--- config.mk ---
export PLATFORM = sky130hd
export DESIGN_NAME = src_prescale_timer
export DESIGN_NICKNAME = d
export VERILOG_FILES = /design/src/rtl/spt_pkg.sv /design/src/rtl/spt_tick_sel.sv /design/src/rtl/spt_prescale.sv /design/src/rtl/spt_counter.sv /design/src/rtl/spt_regs.sv /design/src/rtl/src_prescale_timer.sv
export SDC_FILE = /design/constraint.sdc
export NUM_CORES = 1
export LEC_CHECK = 0
export ABC_AREA = 1
export BUFFER_PORTS_ARGS = -buffer_cell sky130_fd_sc_hd__buf_2
export CORE_MARGIN = 10
export CORE_UTILIZATION = 40
export DETAILED_ROUTE_END_ITERATION = 8
export PLACE_DENSITY = 0.65
export SLEW_MARGIN = 15
export SYNTH_ARGS = -nofsm -noshare
export SYNTH_HDL_FRONTEND = slang
export SYNTH_SLANG_ARGS = --single-unit
export TNS_END_PERCENT = 50
--- constraint.sdc ---
create_clock -name clk -period 2.2 [get_ports clk]
set_input_delay 0.22 -clock clk [delete_from_list [all_inputs] [get_ports clk]]
set_output_delay 0.22 -clock clk [all_outputs]
set_load 0.01 [all_outputs]
--- src/rtl/spt_pkg.sv ---
// Package: shared types and constants for the source-select/prescaler timer.
// Assumes a 32-bit register bus with 4-bit byte offsets.
package spt_pkg;

    localparam int DATA_W   = 32;
    localparam int ADDR_W   = 4;
    localparam int SRC_COUNT = 2;

    // Register offsets
    localparam logic [ADDR_W-1:0] OFF_CTRL  = 4'h0;
    localparam logic [ADDR_W-1:0] OFF_IVAL  = 4'h4;
    localparam logic [ADDR_W-1:0] OFF_COUNT = 4'h8;
    localparam logic [ADDR_W-1:0] OFF_STAT  = 4'hC;

    // Control field positions
    localparam int B_EN     = 0;
    localparam int B_RELOAD = 1;
    localparam int B_SRC_LO = 2;
    localparam int B_PRE_LO = 4;

    // Status field positions
    localparam int B_PEND = 0;
    localparam int B_ERR  = 1;

    typedef enum logic [1:0] {
        SRC_SLOW = 2'd0,
        SRC_FAST = 2'd1,
        SRC_PLL  = 2'd2,
        SRC_BAD  = 2'd3
    } src_sel_e;

    typedef struct packed {
        logic [2:0] pre;
        src_sel_e   src;
        logic       en;
    } ctrl_t;

endpackage

--- src/rtl/spt_tick_sel.sv ---
// Tick selector: synchronises each asynchronous tick input, turns each
// rising edge into a one-cycle pulse and forwards the pulse of the chosen
// source. Assumes each input level is held for more than SYNC_STAGES+1
// system clocks. Unsupported source codes give no ticks.
module spt_tick_sel
    import spt_pkg::*;
#(
    parameter int SYNC_STAGES = 2
) (
    input  logic                 clk,
    input  logic                 rst_n,
    input  logic [SRC_COUNT-1:0] tick_async,
    input  src_sel_e             src,
    output logic                 src_tick
);

    logic [SRC_COUNT-1:0] edge_pulse;

    genvar g;
    generate
        for (g = 0; g < SRC_COUNT; g++) begin : g_sync
            logic [SYNC_STAGES-1:0] sh_q;
            logic                   prev_q;

            // Shift the raw input through the synchroniser and keep the last level
            always_ff @(posedge clk) begin
                if (!rst_n) begin
                    sh_q   <= '0;
                    prev_q <= 1'b0;
                end else begin
                    sh_q   <= {sh_q[SYNC_STAGES-2:0], tick_async[g]};
                    prev_q <= sh_q[SYNC_STAGES-1];
                end
            end

            assign edge_pulse[g] = sh_q[SYNC_STAGES-1] & ~prev_q;
        end
    endgenerate

    // Route the pulse of the selected source; reserved codes give none
    always_comb begin
        case (src)
            SRC_SLOW: src_tick = edge_pulse[0];
            SRC_FAST: src_tick = edge_pulse[1];
            default:  src_tick = 1'b0;
        endcase
    end

endmodule

--- src/rtl/spt_prescale.sv ---
// Prescaler: free-running counter advanced by source ticks. Passes one tick
// out of every 2^exp_n. A restart clears the phase, and any tick in the
// restart cycle is dropped.
module spt_prescale #(
    parameter int PRE_W = 3
) (
    input  logic             clk,
    input  logic             rst_n,
    input  logic             restart,
    input  logic             tick_in,
    input  logic [PRE_W-1:0] exp_n,
    output logic             tick_out
);

    localparam int DIV_W = (1 << PRE_W) - 1;

    logic [DIV_W-1:0] div_q;
    logic [DIV_W:0]   one_sh;
    logic [DIV_W-1:0] mask;

    // Build the mask of the low exp_n bits
    always_comb begin
        one_sh = (DIV_W+1)'(1) << exp_n;
        mask   = DIV_W'(one_sh - (DIV_W+1)'(1));
    end

    assign tick_out = tick_in && !restart && ((div_q & mask) == mask);

    // Advance the phase counter on source ticks; clear it on restart
    always_ff @(posedge clk) begin
        if (!rst_n || restart) begin
            div_q <= '0;
        end else if (tick_in) begin
            div_q <= div_q + DIV_W'(1);
        end
    end

endmodule

--- src/rtl/spt_counter.sv ---
// Down counter: loads from the interval on request. On an enabled tick it
// decrements, or reloads and reports expiry when at 1 or 0. A load beats a tick.
module spt_counter #(
    parameter int CNT_W = 32
) (
    input  logic             clk,
    input  logic             rst_n,
    input  logic             load,
    input  logic [CNT_W-1:0] ival,
    input  logic             enable,
    input  logic             tick,
    output logic [CNT_W-1:0] count,
    output logic             expire
);

    logic [CNT_W-1:0] count_q;
    logic             at_end;

    assign at_end = (count_q <= CNT_W'(1));
    assign expire = enable && tick && !load && at_end;
    assign count  = count_q;

    // Update the count from a load, a reload at expiry or a decrement
    always_ff @(posedge clk) begin
        if (!rst_n) begin
            count_q <= '0;
        end else if (load) begin
            count_q <= ival;
        end else if (enable && tick) begin
            if (at_end) begin
                count_q <= ival;
            end else begin
                count_q <= count_q - CNT_W'(1);
            end
        end
    end

endmodule

--- src/rtl/spt_regs.sv ---
// Register file: control, interval, read-only count view and W1C status.
// Produces the restart and load strobes from control writes. Holds the
// sticky pending and error flags; a set in the same cycle as a clear wins.
module spt_regs
    import spt_pkg::*;
#(
    parameter int CNT_W = 32
) (
    input  logic              clk,
    input  logic              rst_n,
    input  logic              wr,
    input  logic [ADDR_W-1:0] addr,
    input  logic [DATA_W-1:0] wdata,
    output logic [DATA_W-1:0] rdata,
    input  logic [CNT_W-1:0]  count,
    input  logic              expire,
    output ctrl_t             ctrl,
    output logic              restart,
    output logic              load,
    output logic [CNT_W-1:0]  ival,
    output logic              pending
);

    ctrl_t            ctrl_q;
    logic [CNT_W-1:0] ival_q;
    logic             pend_q;
    logic             err_q;
    logic             wr_ctrl;
    logic             wr_ival;
    logic             wr_stat;
    src_sel_e         new_src;

    assign wr_ctrl = wr && (addr == OFF_CTRL);
    assign wr_ival = wr && (addr == OFF_IVAL);
    assign wr_stat = wr && (addr == OFF_STAT);
    assign new_src = src_sel_e'(wdata[B_SRC_LO +: 2]);

    assign restart = wr_ctrl;
    assign load    = wr_ctrl && wdata[B_RELOAD];
    assign ctrl    = ctrl_q;
    assign ival    = ival_q;
    assign pending = pend_q;

    // Capture control fields; reload bit is a strobe and is not stored
    always_ff @(posedge clk) begin
        if (!rst_n) begin
            ctrl_q.en  <= 1'b0;
            ctrl_q.src <= SRC_FAST;
            ctrl_q.pre <= 3'd0;
        end else if (wr_ctrl) begin
            ctrl_q.en  <= wdata[B_EN];
            ctrl_q.src <= new_src;
            ctrl_q.pre <= wdata[B_PRE_LO +: 3];
        end
    end

    // Capture the interval value
    always_ff @(posedge clk) begin
        if (!rst_n) begin
            ival_q <= '0;
        end else if (wr_ival) begin
            ival_q <= wdata[CNT_W-1:0];
        end
    end

    // Pending flag: set on expiry, cleared by writing 1, set wins
    always_ff @(posedge clk) begin
        if (!rst_n) begin
            pend_q <= 1'b0;
        end else if (expire) begin
            pend_q <= 1'b1;
        end else if (wr_stat && wdata[B_PEND]) begin
            pend_q <= 1'b0;
        end
    end

    // Error flag: set when an undefined source code is written, W1C
    always_ff @(posedge clk) begin
        if (!rst_n) begin
            err_q <= 1'b0;
        end else if (wr_ctrl && new_src == SRC_BAD) begin
            err_q <= 1'b1;
        end else if (wr_stat && wdata[B_ERR]) begin
            err_q <= 1'b0;
        end
    end

    // Read mux; the reload bit and unmapped offsets read as zero
    always_comb begin
        rdata = '0;
        case (addr)
            OFF_CTRL: begin
                rdata[B_EN]          = ctrl_q.en;
                rdata[B_SRC_LO +: 2] = ctrl_q.src;
                rdata[B_PRE_LO +: 3] = ctrl_q.pre;
            end
            OFF_IVAL:  rdata = DATA_W'(ival_q);
            OFF_COUNT: rdata = DATA_W'(count);
            OFF_STAT: begin
                rdata[B_PEND] = pend_q;
                rdata[B_ERR]  = err_q;
            end
            default:   rdata = '0;
        endcase
    end

endmodule

--- src/rtl/src_prescale_timer.sv ---
// Top: one timer channel. Tick selection, prescaler, down counter and
// register file wired together. Assumes CNT_W is at most 32.
module src_prescale_timer
    import spt_pkg::*;
#(
    parameter int CNT_W       = 32,
    parameter int SYNC_STAGES = 2
) (
    input  logic        clk,
    input  logic        rst_n,
    input  logic        slow_tick_i,
    input  logic        fast_tick_i,
    input  logic        reg_wr_i,
    input  logic [3:0]  reg_addr_i,
    input  logic [31:0] reg_wdata_i,
    output logic [31:0] reg_rdata_o,
    output logic        irq_o
);

    localparam int PRE_W = 3;

    ctrl_t            ctrl;
    logic             restart;
    logic             load;
    logic [CNT_W-1:0] ival_q;
    logic [CNT_W-1:0] count_q;
    logic             expire;
    logic             src_tick;
    logic             presc_tick;
    logic             pending;
    src_sel_e         ctrl_src;
    logic             ctrl_en;

    assign ctrl_src = ctrl.src;
    assign ctrl_en  = ctrl.en;
    assign irq_o    = pending;

    spt_tick_sel #(
        .SYNC_STAGES (SYNC_STAGES)
    ) u_tick_sel (
        .clk        (clk),
        .rst_n      (rst_n),
        .tick_async ({fast_tick_i, slow_tick_i}),
        .src        (ctrl_src),
        .src_tick   (src_tick)
    );

    spt_prescale #(
        .PRE_W (PRE_W)
    ) u_prescale (
        .clk      (clk),
        .rst_n    (rst_n),
        .restart  (restart),
        .tick_in  (src_tick),
        .exp_n    (ctrl.pre),
        .tick_out (presc_tick)
    );

    spt_counter #(
        .CNT_W (CNT_W)
    ) u_counter (
        .clk    (clk),
        .rst_n  (rst_n),
        .load   (load),
        .ival   (ival_q),
        .enable (ctrl_en),
        .tick   (presc_tick),
        .count  (count_q),
        .expire (expire)
    );

    spt_regs #(
        .CNT_W (CNT_W)
    ) u_regs (
        .clk     (clk),
        .rst_n   (rst_n),
        .wr      (reg_wr_i),
        .addr    (reg_addr_i),
        .wdata   (reg_wdata_i),
        .rdata   (reg_rdata_o),
        .count   (count_q),
        .expire  (expire),
        .ctrl    (ctrl),
        .restart (restart),
        .load    (load),
        .ival    (ival_q),
        .pending (pending)
    );

endmodule

==> impl_summary.log <==
[metrics] result of the run: complete, no violations
[metrics] initial core utilization: approximately 41%
[metrics] multiplexer fraction of the synthesized cell area: 0%
[metrics] largest net degree at the start of global routing: 43
[metrics] power per cell area: between 600 and 700 mW/mm2
[metrics] total count of max-transition violations in the final report: 0
[metrics] library cell occupying the most area in the post-synthesis netlist: sky130_fd_sc_hd__dfxtp_1
[metrics] Via-to-Cell Ratio: slightly below 5
[metrics] level count of the clock H-tree: 3
[metrics] M1 WL: around 7100 um
[metrics] Seq/Total Area, Yosys: approximately a third
[metrics] Synth Area in Simple Gates: 33.9%
[metrics] maximum count of clock buffers along a single path: 2
[metrics] Mean Syn Cell Area: about 6.6 um2
[metrics] Post-Syn Instances: between 700 and 800
[metrics] netlist area before placement: approximately 0.0051 mm2
[metrics] Tightest Hold Check Type: input port to register
[metrics] main combinational cell family by area after synthesis: simple AND/OR/NAND/NOR gates
[metrics] # fillers: between 1,000 and 1,500
[metrics] Worst VDD drop: approximately 0.37 mV
[metrics] Maximum Capacitance Violations: 0
[metrics] final-stage net count: roughly 900
[metrics] Layout area overhead: 18.3%
[metrics] detailed-route via count: slightly above 5,000
[metrics] all-layer global routing usage: 15.8%
[metrics] sum of overflow across all layers after global routing: 0
[metrics] highest metal layer used by the detailed router: met4
[metrics] boundary pin count: 74
[metrics] number of flip-flops and latches in the synthesized netlist: 85
[metrics] Arr. time, crit path: between 2 and 2.5 ns
[metrics] class of the most critical setup path: register to register
[metrics] type of destination of the critical path: register
[metrics] placeable core area: approximately 0.013 mm2
[metrics] net count after synthesis: 822
[metrics] Post-synth EDFFs: 0
[metrics] total wire length after detailed routing: about 14,000 um
[metrics] final antenna-violating net count: 0
[metrics] total length of routed met3 wires: ~680 um
[metrics] count of final hold-check violations: 0
[metrics] Yosys cell types: 39
[metrics] required time at the endpoint of the critical path: between 2 and 2.5 ns
[metrics] row count: a little over 40
[metrics] Pleak: 2.78 nW
[metrics] antenna fix cells: 0
[metrics] period utilisation layout: 91.5%
[metrics] met2 wire len: 6370 um
[metrics] DR DRC count: 0
[metrics] sinks on the clock net: 85
[metrics] dpl hpwl: about 11,000 um
[metrics] Min Clock Period, post-route: between 2 and 2.5 ns
[metrics] worst r2r src: u_regs.ctrl[4]
[metrics] wire length of the first global-routing pass: ~23,000 um
[metrics] source-to-sink clock delay at the later pin of the worst-skew pair: between 0.3 and 0.4 ns
[metrics] hold path startpoint: slow_tick_i
[metrics] Iter 0 DRT Violations: 353
[metrics] clock input transition at the sequential cells of the worst setup and hold paths: 0.07 ns
[metrics] biggest area contributors in the synthesized netlist: sky130_fd_sc_hd__dfxtp_1, sky130_fd_sc_hd__nand2_1, sky130_fd_sc_hd__inv_1
[metrics] fraction of the mapped netlist area in compound gates: between 10% and 20%
[metrics] adder and majority cell fraction of the synthesized area: less than 1%
[metrics] Synth Area in XOR/XNOR: 1.89%
[metrics] Max Clk Rate: 0.497 GHz
[metrics] die height: around 130 um
[metrics] post-placement worst setup slack: around 0.094 ns
[metrics] fraction of synthesized cell area taken by the top area cell type: ~33%
[metrics] most frequent cells after synthesis: sky130_fd_sc_hd__nand2_1, sky130_fd_sc_hd__inv_1, sky130_fd_sc_hd__nor2_1
[metrics] area of the die: 0.0177 mm2
[metrics] PnR Total Power: between 0.004 and 0.005 W
[metrics] number of buffers added on ports: 73
[metrics] origin of the worst setup path: u_regs.ctrl[4]
[metrics] layout cell share with drive strength beyond 1: between 10% and 20%
[metrics] vias in the first global route: about 4,800
[metrics] Root Buffer: sky130_fd_sc_hd__clkbuf_16
[metrics] largest fanout on the critical path: 7
[metrics] Final Hold Slack: approximately 0.048 ns
[metrics] count of hold buffers inserted by post-cts repair: 0
[metrics] actual slew at the worst max-slew pin: around 0.61 ns
[metrics] Synthesis Warnings: 0
[metrics] fraction of registers with async set/reset: 0%
[metrics] Worst Skew: between 0.006 and 0.007 ns
[metrics] routed length per placed instance: about 14 um
[metrics] most used standard cell by instance count after synthesis: sky130_fd_sc_hd__nand2_1
[metrics] antenna violations before repair: 0
[metrics] CTS buffer count: 9
[metrics] kind of start point of the critical path: register
[metrics] fin util: approximately 48%
[metrics] Seq. cell area: roughly 0.0017 mm2
[metrics] least setup slack across all paths after layout: between 0.15 and 0.2 ns
[metrics] Slew HR: between 50% and 60%
[metrics] global placement routability congestion: 0.925
[metrics] Finish-stage setup viols: 0
[metrics] Multi-input gate area: between 0.002 and 0.003 mm2
[metrics] 1st-pass router iterations: 5
[metrics] Most used DFF post-synth: sky130_fd_sc_hd__dfxtp_1
[metrics] Die W: between 100 and 150 um
[metrics] TritonCTS clock tree: yes
## placed cells by master (no fill, tap or decap), types with 2 or more instances in the layout
master	n
sky130_fd_sc_hd__buf_2	73
sky130_fd_sc_hd__bufinv_16	3
sky130_fd_sc_hd__ha_1	4
sky130_fd_sc_hd__o221ai_1	6
sky130_fd_sc_hd__nor2_2	6
sky130_fd_sc_hd__nor3_1	8
sky130_fd_sc_hd__o21ai_0	49
sky130_fd_sc_hd__nor2_4	3
sky130_fd_sc_hd__nand2_4	7
sky130_fd_sc_hd__buf_4	21
sky130_fd_sc_hd__a21oi_1	57
sky130_fd_sc_hd__o22ai_1	25
sky130_fd_sc_hd__dfxtp_1	84
sky130_fd_sc_hd__nand3_2	9
sky130_fd_sc_hd__nand2_2	2
sky130_fd_sc_hd__clkbuf_16	9
sky130_fd_sc_hd__nand4_1	20
sky130_fd_sc_hd__nand2_1	184
sky130_fd_sc_hd__inv_1	101
sky130_fd_sc_hd__xor2_1	10
sky130_fd_sc_hd__nor2_1	90
sky130_fd_sc_hd__o21ai_1	9
sky130_fd_sc_hd__nand3_1	42
sky130_fd_sc_hd__inv_2	6
sky130_fd_sc_hd__clkinvlp_4	2
sky130_fd_sc_hd__a21oi_2	10
## routing by layer
metal | GRT usage, % | up-vias
li1 | - | 2671
met1 | 20.6 | 2281
met2 | 25.2 | 118
met3 | 4.16 | 14
met4 | 4.46 | 0
met5 | 0 | -
## state kept, by name, summed over array words and instances, names as in the netlist
signal,flops
u_counter.count,32
u_tick_sel.g_sync.sh_q,4
u_regs.ctrl,6
u_regs.pending,1
u_regs.ival,32
u_prescale.div_q,7
u_regs.err_q,1
u_tick_sel.g_sync.prev_q,2
## power breakdown
| part | internal (W) | leakage, nW | switching [W] | total (W) |
|---|---|---|---|---|
| clock | 0.00114 | 0.165 | 0.000653 | 0.00179 |
| combinational | 0.000231 | 1.92 | 0.000450 | 0.000681 |
| sequential | 0.00157 | 0.688 | 0.0000175 | 0.00158 |
## final timing paths
check / end / slack, ns / cells after the start
worst max register to register: u_counter.count[11] / 0.19 / 15
worst max-delay path: u_counter.count[11] / 0.19 / 15
worst min-delay path: u_tick_sel.g_sync[0].sh_q[0] / 0.05 / 3
worst min register to register: u_tick_sel.g_sync[1].sh_q[1] / 0.41 / 2
## final cells by class
class,count,area share (%)
inverters,109,6.87
flip-flops and latches,85,28.2
well taps,172,3.57
clock inverters,6,1.83
multi-input cells,551,46.4
clock buffers,10,3.96
repair buffers,96,9.13
## worst max-delay path: stages (launching register included)
cell and delay (ns):
sky130_fd_sc_hd__dfxtp_2 0.35, sky130_fd_sc_hd__nor2_2 0.14, sky130_fd_sc_hd__nand2_1 0.08, sky130_fd_sc_hd__ha_1 0.27, sky130_fd_sc_hd__inv_1 0.03, sky130_fd_sc_hd__nand2_1 0.05
sky130_fd_sc_hd__nand2_1 0.04, sky130_fd_sc_hd__nor2_1 0.09, sky130_fd_sc_hd__nand3_1 0.11, sky130_fd_sc_hd__nor2_4 0.12, sky130_fd_sc_hd__nand3_4 0.11, sky130_fd_sc_hd__nand2_8 0.14
sky130_fd_sc_hd__clkbuf_4 0.20, sky130_fd_sc_hd__nand3_1 0.08, sky130_fd_sc_hd__nand2_1 0.06, sky130_fd_sc_hd__nor2_1 0.04
## metrics by stage
stage | TNS, ns | instances | area, um2
floorplan | 0 | 777 | 5100
global placement | 0 | 1006 | 5620
detailed placement | 0 | 1006 | 5620
CTS | 0 | 1022 | 5970
global route | -0.0230 | 1029 | 6030
finish | 0 | 1029 | 6030
## logic make-up after synthesis
kind of cell / after synthesis
xor gates and xnor gates: 11
buffers and inverters: 142
adders and majority gates: 4
AOI/OAI and AO/OA: 159
and+or+nand+nor: 376
DFF: 85
## what timing repair did
item | in CTS | in global routing
buffers inserted | 0 | 6
setup endpoints to repair | 0 | 25
gates resized for setup | 0 | 5
Note: power is estimated with default switching activity, not from simulation.
